===== config.mk =====
export PLATFORM = sky130hd
export DESIGN_NAME = irq_pick
export DESIGN_NICKNAME = d
export VERILOG_FILES = /design/src/rtl/irq_pick.sv
export SDC_FILE = /design/constraint.sdc
export NUM_CORES = 1
export LEC_CHECK = 0
export ABC_AREA = 1
export BUFFER_PORTS_ARGS = -buffer_cell sky130_fd_sc_hd__buf_2
export CORE_UTILIZATION = 48
export CTS_CLUSTER_DIAMETER = 120
export DETAILED_ROUTE_END_ITERATION = 6
export PLACE_DENSITY = 0.86
export SETUP_SLACK_MARGIN = 0.5
export SYNTH_ARGS = -nofsm -noshare
export SYNTH_HDL_FRONTEND = slang
export SYNTH_SLANG_ARGS = --single-unit

===== constraint.sdc =====
create_clock -name clk -period 2.1 [get_ports clk]
set_input_delay 0.105 -clock clk [delete_from_list [all_inputs] [get_ports clk]]
set_output_delay 0.105 -clock clk [all_outputs]
set_load 0.05 [all_outputs]

===== src/rtl/irq_pick.sv =====
module irq_pick #(
  parameter int NSRC = 16,
  parameter int IDW  = 4
) (
  input  logic            clk,
  input  logic            rst_n,
  input  logic [NSRC-1:0] req_i,
  input  logic            ee_i,
  input  logic            hv_i,
  input  logic            pr_i,
  input  logic            resume_i,
  input  logic            hdice_i,
  input  logic            hvice_i,
  input  logic            lpes0_i,
  input  logic            heic_i,
  input  logic            hv_present_i,
  input  logic            dec_clr_i,
  input  logic            enter_ps_i,
  output logic            take_valid,
  output logic [IDW-1:0]  take_id,
  output logic [NSRC-1:0] take_onehot,
  output logic [NSRC-1:0] pending_o,
  output logic [3:0]      wake_code,
  output logic            wake_to_reset,
  output logic            lost_wake
);
  localparam int I_MCK = 1, I_HDEC = 3, I_HVIRT = 4, I_EXT = 5, I_CEXT = 6;
  localparam int I_FIRST_ASYNC = 7, I_DEC = 11, I_DB = 12, I_HDB = 13;

  logic [NSRC-1:0] pend_q, pend_d, level_m, eff, ok, cand, clr;
  logic            async_ok;

  assign async_ok = ee_i | resume_i;

  always_comb begin
    level_m = '0;
    level_m[I_HVIRT] = 1'b1;
    level_m[I_EXT]   = 1'b1;
    level_m[I_CEXT]  = 1'b1;
    level_m[I_DEC]   = ~dec_clr_i;
  end

  assign eff       = (pend_q & ~level_m) | (req_i & level_m);
  assign pending_o = eff;

  genvar g;
  generate
    for (g = 0; g < NSRC; g++) begin : g_gate
      if (g == I_HDEC) begin : g_hdec
        assign ok[g] = hdice_i & (async_ok | ~hv_i);
      end else if (g == I_HVIRT) begin : g_hvirt
        assign ok[g] = hvice_i & (async_ok | ~hv_i);
      end else if (g == I_EXT) begin : g_ext
        assign ok[g] = (async_ok & ~(heic_i & hv_i & ~pr_i)) |
                       (hv_present_i & ~hv_i & ~lpes0_i);
      end else if (g >= I_FIRST_ASYNC) begin : g_async
        assign ok[g] = async_ok;
      end else begin : g_free
        assign ok[g] = 1'b1;
      end
    end
  endgenerate

  assign cand = eff & ok;

  always_comb begin
    take_onehot = '0;
    take_id     = '0;
    for (int i = NSRC - 1; i >= 0; i--) begin
      if (cand[i]) begin
        take_onehot = '0;
        take_onehot[i] = 1'b1;
        take_id = IDW'(i);
      end
    end
  end

  assign take_valid = |cand;
  assign clr        = take_onehot & ~level_m;

  always_comb begin
    pend_d = (pend_q & ~clr) | req_i;
    if (enter_ps_i) pend_d[I_HDEC] = 1'b0;
  end

  always_ff @(posedge clk) begin
    if (!rst_n) pend_q <= '0;
    else        pend_q <= pend_d;
  end

  always_comb begin
    wake_code = 4'h0;
    if (resume_i && take_valid) begin
      case (take_id)
        IDW'(0):       wake_code = 4'h4;
        IDW'(I_EXT):   wake_code = 4'h8;
        IDW'(I_DEC):   wake_code = 4'h6;
        IDW'(I_DB):    wake_code = 4'h5;
        IDW'(I_HDB):   wake_code = 4'h3;
        IDW'(I_HVIRT): wake_code = 4'h9;
        default:       wake_code = 4'h0;
      endcase
    end
  end

  assign wake_to_reset = resume_i & take_valid & (take_id != IDW'(I_MCK));
  assign lost_wake     = resume_i & ~take_valid;
endmodule


==> results.cfg, run 1 <==
[placed_design]
gp_congestion = 0.8440
hpwlAfterDp_mm = 2.748
dp.cells = 297
io_buffers = 71

[synthesis]
synth_top_cell_area_share_pct = 20.21
yosysSeqAreaShare_pct = 20.21
ys_ff_latch = 13
synthFlopType = dfxtp_1
synth_nets = 237
netlist_top_cells_area = dfxtp_1, inv_1, nor2_1, nand2_1, buf_4
synth-async-reset-ratio_pct = 0
synthesis.instances = 208
synth-edff-count = 0
synth_area_um2 = 1287
syn_area_per_cell_um2 = 6.190
yosysWarnings = 0
synth_area_leader_cell = dfxtp_1
ys_types = 27

[clocking]
clockBufferDepth = 2
cts_setup_buffers = 44
h-tree-depth = 1
cts_buffers = 3
root_buffer = clkbuf_4
holdBufCountCts = 1
clock_sinks = 13
cts_resized = 100

[die]
die_w_um = 53.79
start_util_pct = 51.50
die_h_um = 53.79
fp-row-count = 18
io_pins = 72

[outcome]
failing_step = 4_1_cts
outcome = did not finish
error = [ERROR DPL-0033] detailed placement checks failed during check placement.
[cell families after synthesis]
family,after synthesis,share of synthesized area (%)
and+or+nand+nor,112,46.45
buffers and inverters,59,21.87
AOI/OAI and AO/OA,24,11.47
DFF,13,20.21
[Yosys cell counts, types with 2 or more instances]
| master | n |
|---|---|
| a21oi_1 | 12 |
| buf_4 | 16 |
| dfxtp_1 | 13 |
| inv_1 | 38 |
| inv_2 | 4 |
| nand2_1 | 33 |
| nand2_2 | 6 |
| nand2_4 | 4 |
| nand3_1 | 7 |
| nand3_2 | 3 |
| nand3_4 | 2 |
| nand4_1 | 4 |
| nor2_1 | 37 |
| nor2_2 | 2 |
| nor2_4 | 5 |
| nor3_1 | 4 |
| nor3_2 | 2 |
| nor4_1 | 2 |
| o21ai_0 | 3 |
| o21ai_1 | 2 |
| o31ai_1 | 3 |
[metrics by stage]
step | setup slack, ps | area (µm²) | util [%]
after global placement | 47.45 | 1799 | 71.97
after floorplan | 298.4 | 1493 | -
after detailed placement | 23.54 | 1799 | 71.97
==> inputs of run 2 (changes only) <==
Settings changed: CORE_AREA from default to 2 2 63 65, CORE_UTILIZATION 48 to default, CTS_CLUSTER_DIAMETER 120 to default, DIE_AREA from default to 0 0 65 67, PLACE_DENSITY 0.86 to default, PLACE_DENSITY_LB_ADDON from default to 0.15, SETUP_SLACK_MARGIN 0.5 to default.
==> run 2 against run 1 <==
  * Area after synthesis is the same
  * Synthesized cell count unchanged
  * The run now ends clean
==> results.cfg, run 2 <==
[outcome]
outcome = complete, no violations

[setup_path]
cp-startpoint = pend_q[8]
start_kind = flip-flop
critPathMaxFanout = 5
worstSetupEndpointType = primary output
crit_cells = 14
cp_num_buf_inv = 5
cp_top_family = simple AND/OR/NAND/NOR gates
max_stage_delay_ps = 320
r2r-start = pend_q[7]
critPathRequiredTime_ps = 2000
crit_path_frequent_cell = nand2_1
critPathArrivalTime_ps = 1880
rrSetupSlack_ps = 590
crit_path_top_delay_cell = dfxtp_1
crit_type = reg -> out
worst-r2r-cell-count = 11
cp_cell_sequence = inv_1, nor2_2, inv_2, nand2_4, inv_1, nand2_1, nand2_1, nand2_1, nand2_1, nand2_1, buf_4, nand4_1, a21oi_4, buf_6

[run]
cap_violations = 0

[sta]
max_freq_mhz = 503.8
min_period_ps = 1985
drv_slew = 0
rsz0062_at_grt = yes
worstMarginPinSlew_ps = 444.7
hold_violations = 0
max-slew-margin-rel_pct = 70.04
final.period_utilization_pct = 94.52
fin_worst_skew_ps = 5.413
final-setup-viol-count = 0

[synthesis]
synth_area_leader_cell = dfxtp_1
ys_ff_latch = 13
synth_top_cell_area_share_pct = 20.21
synth-edff-count = 0
synth_nets = 237
yosysSeqAreaShare_pct = 20.21
synthFlopType = dfxtp_1
yosysMostFrequentCell = inv_1
yosysWarnings = 0
synth-async-reset-ratio_pct = 0
synthesis.instances = 208
synth_area_um2 = 1287
ys_types = 27
netlist_top_cells_area = dfxtp_1, inv_1, nor2_1, nand2_1, buf_4
synth_common_cells = inv_1, nor2_1, nand2_1, buf_4, dfxtp_1
syn_area_per_cell_um2 = 6.190

[pwr]
combPwrFrac_pct = 48.5
powerDensity_nw_per_um2 = 553.2
p_switching_w = 0.0004458
switching_share_pct = 45.61
leakage_nw = 0.9793
power.share.clock_pct = 22.9
sequentialPowerShare_pct = 28.6
ir_drop_uv = 277.6
finalPower_w = 0.0009774
p_int_w = 0.0005316

[finish]
fillers = 409
diodes = 0
multi_input_area_um2 = 822.0
regMostFlops = pend_q
largest_reg_flops = 13
ff_latch_area_um2 = 262.8
layout_commonest_cell = buf_2
nNetsFinal = 301
syn_to_final_growth_pct = 37.22
drive_gt1_share_pct = 47.60
top_regs = pend_q: 13 flops
fin_cells = 319
mostFrequentLayoutCells = buf_2, inv_1, nor2_1

[die]
die_area_um2 = 4355
start_util_pct = 35.70
die_h_um = 67
die_w_um = 65
io_pins = 72
core_area_um2 = 3606
fp-row-count = 22

[clocking]
cts.reportedPaths.clkPinSlew_ps = 60
root_buffer = clkbuf_8
clk_latency_ps = 240
cts_buffers = 3
clockBufferDepth = 2
h-tree-depth = 1
clock_sinks = 13
tritoncts = done
holdBufCountCts = 0

[worst_hold_path]
hp-start = enter_ps_i
hold_path_class = in -> reg
holdPathStages = 2

[grt]
antenna_found_initial = 0
met2_usage_pct = 27.06
grt_start_max_net_pins = 13
grt_pass1_wl_mm = 5.299
grt_use_met1_pct = 19.45
top_usage_layer = met2
track_usage_pct = 15.63
grt_pass1_vias = 1224
grt_use_met3_pct = 2.534
overflow = 0

[detailed_routing]
wl_mm = 3.310
wl_per_cell_um = 10.38
drt_pre_antenna_iters = 4
vias_per_cell = 4.357
initialDrtViolationCount = 37
antenna_left = 0
dr_total_vias = 1390
drc = 0

[placed_design]
hpwlAfterDp_mm = 2.828
gp_congestion = 0.8438
dp.cells = 314
io_buffers = 71
run 2: cell counts after synthesis:
Identical to the previous run, type by type.
run 2: through the flow:
step	setup slack [ps]	hold WS (ps)	TNS [ps]	util, %	area (µm²)
global placement	176.3	276.9	0	46.18	1665
detailed placement	125.2	275.2	0	46.18	1665
global route	-30.95	21.42	-49.63	48.99	1767
finish	115.2	14.54	0	48.99	1767
floorplan	-147.9	184.3	-295.9	-	1344
CTS	22.32	8.836	0	47.85	1725
run 2: per-layer routing:
metal  wire length (µm)  vias to the layer above
met2               1591                       38
met5                  0                        -
li1                   -                      758
met3                177                        5
met1               1493                      589
met4                 47                        0
run 2: power groups by stage:
stage	Sequential, W	Clock [W]	Combinational (W)
finish	0.000280	0.000224	0.000474
global route	0.000282	0.000247	0.000513
CTS	0.000279	0.000235	0.000465
detailed placement	0.000284	0	0.000459
global placement	0.000285	0	0.000459
floorplan	0.000281	0	0.000374
run 2: area by class of cell:
cell class	instances	share of cell area (%)
Clock inverter	1	0.2833
Inverter	42	8.924
Sequential cell	13	14.87
Timing Repair Buffer	76	23.65
Tap cell	48	3.399
Clock buffer	3	2.337
Multi-Input combinational cell	136	46.53
run 2: kinds of logic (layout without fill, tap and decap cells):
logic type | count (synthesis) | count (layout) | synth area share [%]
buf+inv | 59 | 122 | 21.87
compound gates | 24 | 24 | 11.47
flops | 13 | 13 | 20.21
simple gates | 112 | 112 | 46.45
run 2: path summary, 6_finish.rpt:
path,end
hold reg to reg,pend_q[11]
setup / recovery,wake_code[1]
setup reg to reg,pend_q[11]
hold / removal,pend_q[3]
run 2: what timing repair did:
action | in CTS | in global routing
endpoints found under the setup margin | 4 | 8
resized for setup | 5 | 15
buffers inserted | 0 | 1
pin swaps | 0 | 3
No activity file was read; power rests on OpenSTA's default activity.
==> inputs of run 3 (changes only) <==
Clock period 2.1 ns to 2.11 ns, I/O delays scaled along.
==> run 3 against run 2 <==
  * Non-clock buffer count stayed put
  * Via count decreased by 0.14%
  * Sequential share of layout area hardly changed
  * Largest power group unchanged
  * Highest routed layer unchanged
==> results.cfg, run 3 (synthesis results as in run 2) <==
[outcome]
outcome = complete, no violations

[grt]
grt_pass1_wl_mm = 5.299
overflow = 0
antenna_found_initial = 0
track_usage_pct = 15.63
grt_start_max_net_pins = 13
grt_pass1_vias = 1230

[die]
die_w_um = 65
die_h_um = 67
io_pins = 72
start_util_pct = 35.70
die_area_um2 = 4355
core_area_um2 = 3606
fp-row-count = 22

[sta]
drv_slew = 0
fin_worst_skew_ps = 5.413
max_freq_mhz = 503.8
rsz0062_at_grt = yes
final.period_utilization_pct = 94.07
min_period_ps = 1985
max-slew-margin-rel_pct = 70.04
worstMarginPinSlew_ps = 444.7
hold_ws_ps = 15.04
final-setup-viol-count = 0
hold_violations = 0

[placed_design]
hpwlAfterDp_mm = 2.828
postPlaceCellArea_um2 = 1665
io_buffers = 71
gp_congestion = 0.8438

[setup_path]
r2r-start = pend_q[7]
cp-startpoint = pend_q[8]
crit_path_top_delay_cell = dfxtp_1
start_kind = flip-flop
critPathMaxFanout = 5
critPathArrivalTime_ps = 1880
cp_cell_sequence = inv_1, nor2_2, inv_2, nand2_4, inv_1, nand2_1, nand2_1, nand2_1, nand2_1, nand2_1, buf_4, nand4_1, a21oi_4, buf_6
r2r-end = pend_q[11]
rrSetupSlack_ps = 600
cp_top_family = simple AND/OR/NAND/NOR gates
crit_path_frequent_cell = nand2_1
crit_type = reg -> out
cp_num_buf_inv = 5
max_stage_delay_ps = 320
critPathRequiredTime_ps = 2000
worst-r2r-cell-count = 11
worstSetupEndpointType = primary output

[pwr]
ir_drop_uv = 276.3
power.share.clock_pct = 22.9
p_switching_w = 0.0004423
switching_share_pct = 45.56
p_int_w = 0.0005286
leakage_nw = 0.9790
powerDensity_nw_per_um2 = 550.4
combPwrFrac_pct = 48.4
sequentialPowerShare_pct = 28.7

[clocking]
clk_latency_ps = 240
cts_buffers = 3
cts.reportedPaths.clkPinSlew_ps = 60
clock_sinks = 13
h-tree-depth = 1
root_buffer = clkbuf_8
tritoncts = done
holdBufCountCts = 0
clockBufferDepth = 2

[finish]
top_regs = pend_q: 13 flops
syn_to_final_growth_pct = 37.03
drive_gt1_share_pct = 47.23
regMostFlops = pend_q
diodes = 0
stdcell_area_um2 = 1764
mostFrequentLayoutCells = buf_2, inv_1, nand2_1, nor2_1, dfxtp_1
nNetsFinal = 301
layout_commonest_cell = buf_2
largest_reg_flops = 13

[worst_hold_path]
holdPathStages = 2
min_to = pend_q[3]
hp-start = enter_ps_i
hold_path_class = in -> reg

[detailed_routing]
antenna_left = 0
top_layer = met4
drt_pre_antenna_iters = 4
vias_per_cell = 4.351
dr_total_vias = 1388
wl_met1_mm = 1.488
wl_mm = 3.293
wl_met2_mm = 1.579
initialDrtViolationCount = 37
wl_per_cell_um = 10.32
drc = 0
wl_met3_um = 177

[run]
cap_violations = 0
==> run 3: cell counts in the layout (fill, tap and decap cells not counted) <==
No cell type changed its count.
==> run 3: what timing repair did <==
| item | CTS | global route |
|---|---|---|
| buffers inserted | 0 | 1 |
| setup endpoints to repair | 2 | 7 |
| gates resized for setup | 2 | 19 |
| hold endpoints to repair | 0 | 0 |
| pin swaps | 0 | 3 |
==> run 3: layer usage <==
layer / vias up / global-route usage, %
met1: 587 / 19.35
met2: 38 / 27.06
li1: 758 / -
met4: 0 / 5.585
met5: - / 0
met3: 5 / 2.703
==> run 3: area by class of cell <==
| type | instances | area, µm² |
|---|---|---|
| Sequential cell | 13 | 262.8 |
| Timing Repair Buffer | 76 | 417.9 |
| Clock inverter | 1 | 5.005 |
| Tap cell | 48 | 60.06 |
| Multi-Input combinational cell | 136 | 819.5 |
| Clock buffer | 3 | 41.29 |
| Fill cell | 406 | 1842 |
| Inverter | 42 | 157.7 |
==> run 3: worst max-delay path by stage <==
stage                                 end  slack [ps]  cells past startpoint
after detailed placement     wake_code[1]         130                     13
after floorplan           take_onehot[13]        -140                      7
after CTS                    wake_code[3]           5                     14
final                        wake_code[1]         130                     14
after global placement       wake_code[2]         190                     13
after global routing         wake_code[1]         -20                     14
==> run 3: power groups by stage <==
stage               Clock, W  Combinational, W  Sequential [W]
finish              0.000223          0.000470        0.000279
CTS                 0.000234          0.000460        0.000277
detailed placement         0          0.000457        0.000283
global placement           0          0.000457        0.000283
global route        0.000246          0.000509        0.000281
floorplan                  0          0.000372        0.000280
==> run 3: per-stage QoR <==
| stage | setup TNS (ps) | setup slack [ps] | util (%) | instances | power [W] |
|---|---|---|---|---|---|
| 6_report | 0 | 125.0 | 48.92 | 319 | 0.0009710 |
| 5_1_grt | -32.21 | -21.34 | 48.92 | 319 | 0.001036 |
| 4_1_cts | 0 | 5.051 | 47.61 | 318 | 0.0009716 |
| 3_5_place_dp | 0 | 134.2 | 46.18 | 314 | 0.0007395 |
| 3_3_place_gp | 0 | 185.8 | 46.18 | 314 | 0.0007399 |
| 2_1_floorplan | -276.9 | -138.4 | - | 208 | 0.0006523 |
==> inputs of run 4 (changes only) <==
Settings changed: MAX_ROUTING_LAYER from default to met4.
==> run 4 against run 3 <==
  * Sequential power barely moved
  * Critical path depth did not move
  * Final cell count did not move
  * Fmax barely moved
  * Largest power group unchanged
  * Sequential share of layout area did not move
  * Largest cell class unchanged
  * Core utilization did not move
  * Clock power barely moved
  * Routed wire length fell by 0.15%
  * First-iteration DRC count did not move
==> results.cfg, run 4 (synthesis results as in run 2) <==
[die]
die_h_um = 67
core_area_um2 = 3606
start_util_pct = 35.70
fp-row-count = 22
io_pins = 72
die_w_um = 65
die_area_um2 = 4355

[sta]
max-slew-margin-rel_pct = 70.04
worstMarginPinSlew_ps = 444.7
final.period_utilization_pct = 94.07
hold_violations = 0
drv_slew = 0
min_period_ps = 1985
rsz0062_at_grt = yes
max_freq_mhz = 503.8
final-setup-viol-count = 0
fin_worst_skew_ps = 5.395

[pwr]
switching_share_pct = 45.55
leakage_nw = 0.9790
power.share.clock_pct = 22.9
p_int_w = 0.0005286
ir_drop_uv = 276.3
combPwrFrac_pct = 48.4
p_switching_w = 0.0004423
sequentialPowerShare_pct = 28.7
powerDensity_nw_per_um2 = 550.3

[clocking]
h-tree-depth = 1
clockBufferDepth = 2
root_buffer = clkbuf_8
holdBufCountCts = 0
clock_sinks = 13
cts.reportedPaths.clkPinSlew_ps = 60
cts_buffers = 3
tritoncts = done
clk_latency_ps = 240

[detailed_routing]
dr_total_vias = 1390
drt_pre_antenna_iters = 4
initialDrtViolationCount = 37
vias_per_cell = 4.357
wl_per_cell_um = 10.31
drc = 0
wl_mm = 3.288
antenna_left = 0

[grt]
overflow = 0
grt_pass1_vias = 1230
grt_pass1_wl_mm = 5.292
antenna_found_initial = 0
track_usage_pct = 16.00
grt_start_max_net_pins = 13

[placed_design]
postPlaceCellArea_um2 = 1665
dp.cells = 314
hpwlAfterDp_mm = 2.828
io_buffers = 71
gp_congestion = 0.8570

[finish]
largest_reg_flops = 13
top_regs = pend_q: 13 flops
mostFrequentLayoutCells = buf_2, inv_1, nand2_1, nor2_1, dfxtp_1
layout_commonest_cell = buf_2
diodes = 0
stdcell_area_um2 = 1764
regMostFlops = pend_q
fin_cells = 319
drive_gt1_share_pct = 47.23
nNetsFinal = 301
syn_to_final_growth_pct = 37.03

[worst_hold_path]
hold_path_class = in -> reg
holdPathStages = 2

[setup_path]
start_kind = flip-flop
critPathArrivalTime_ps = 1880
worstSetupEndpointType = primary output
worst-r2r-cell-count = 11
critPathRequiredTime_ps = 2000
crit_type = reg -> out
critPathMaxFanout = 5

[outcome]
outcome = complete, no violations

[run]
cap_violations = 0
## run 4: area by class of cell
| cell class | count | area [µm²] |
|---|---|---|
| fillers | 406 | 1842 |
| multi-input cells | 136 | 819.5 |
| repair buffers | 76 | 417.9 |
| flip-flops and latches | 13 | 262.8 |
| inverters | 42 | 157.7 |
| well taps | 48 | 60.06 |
| clock buffers | 3 | 41.29 |
| clock inverters | 1 | 5.005 |
## run 4: metrics by stage
| stage | power, W | utilization, % | hold WS, ps | setup WS (ps) | setup TNS (ps) |
|---|---|---|---|---|---|
| 2_1_floorplan | 0.0006523 | - | 184.8 | -138.4 | -276.9 |
| 3_3_place_gp | 0.0007399 | 46.18 | 277.4 | 185.8 | 0 |
| 3_5_place_dp | 0.0007395 | 46.18 | 275.7 | 134.2 | 0 |
| 4_1_cts | 0.0009716 | 47.61 | 9.336 | 5.051 | 0 |
| 5_1_grt | 0.001034 | 48.92 | 21.93 | -18.81 | -27.37 |
| 6_report | 0.0009709 | 48.92 | 15.23 | 125.2 | 0 |
## run 4: critical path: stages (launching register included)
cell     delay (ps)
dfxtp_1         320
inv_1            60
nor2_2          120
inv_2            80
nand2_4         100
inv_1            50
nand2_1          70
nand2_1          50
nand2_1          50
nand2_1          60
nand2_1          80
buf_4           130
nand4_1         130
a21oi_4         180
buf_6           170
## run 4: timing repair
item / in CTS / in global routing
buffers inserted: 0 / 1
pin swaps: 0 / 3
setup endpoints to repair: 2 / 7
gates resized for setup: 2 / 19
## run 4: power groups by stage
stage | sequential, W | combinational [W] | clock (W)
floorplan | 0.000280 | 0.000372 | 0
global placement | 0.000283 | 0.000457 | 0
detailed placement | 0.000283 | 0.000457 | 0
CTS | 0.000277 | 0.000460 | 0.000234
global route | 0.000281 | 0.000509 | 0.000244
finish | 0.000279 | 0.000470 | 0.000223
## run 4: path summary, 6_finish.rpt
kind	startpoint	end	slack (ps)
max	pend_q[8]	wake_code[1]	130
min	enter_ps_i	pend_q[3]	20
min reg2reg	pend_q[11]	pend_q[11]	500
max reg2reg	pend_q[7]	pend_q[11]	590
## run 4: layer usage
| metal | share of wire, % | global-route usage (%) |
|---|---|---|
| met4 | 1.4 | 5.585 |
| met1 | 45 | 19.15 |
| met2 | 48 | 27.19 |
| met5 | 0 | - |
| met3 | 5.4 | 2.703 |
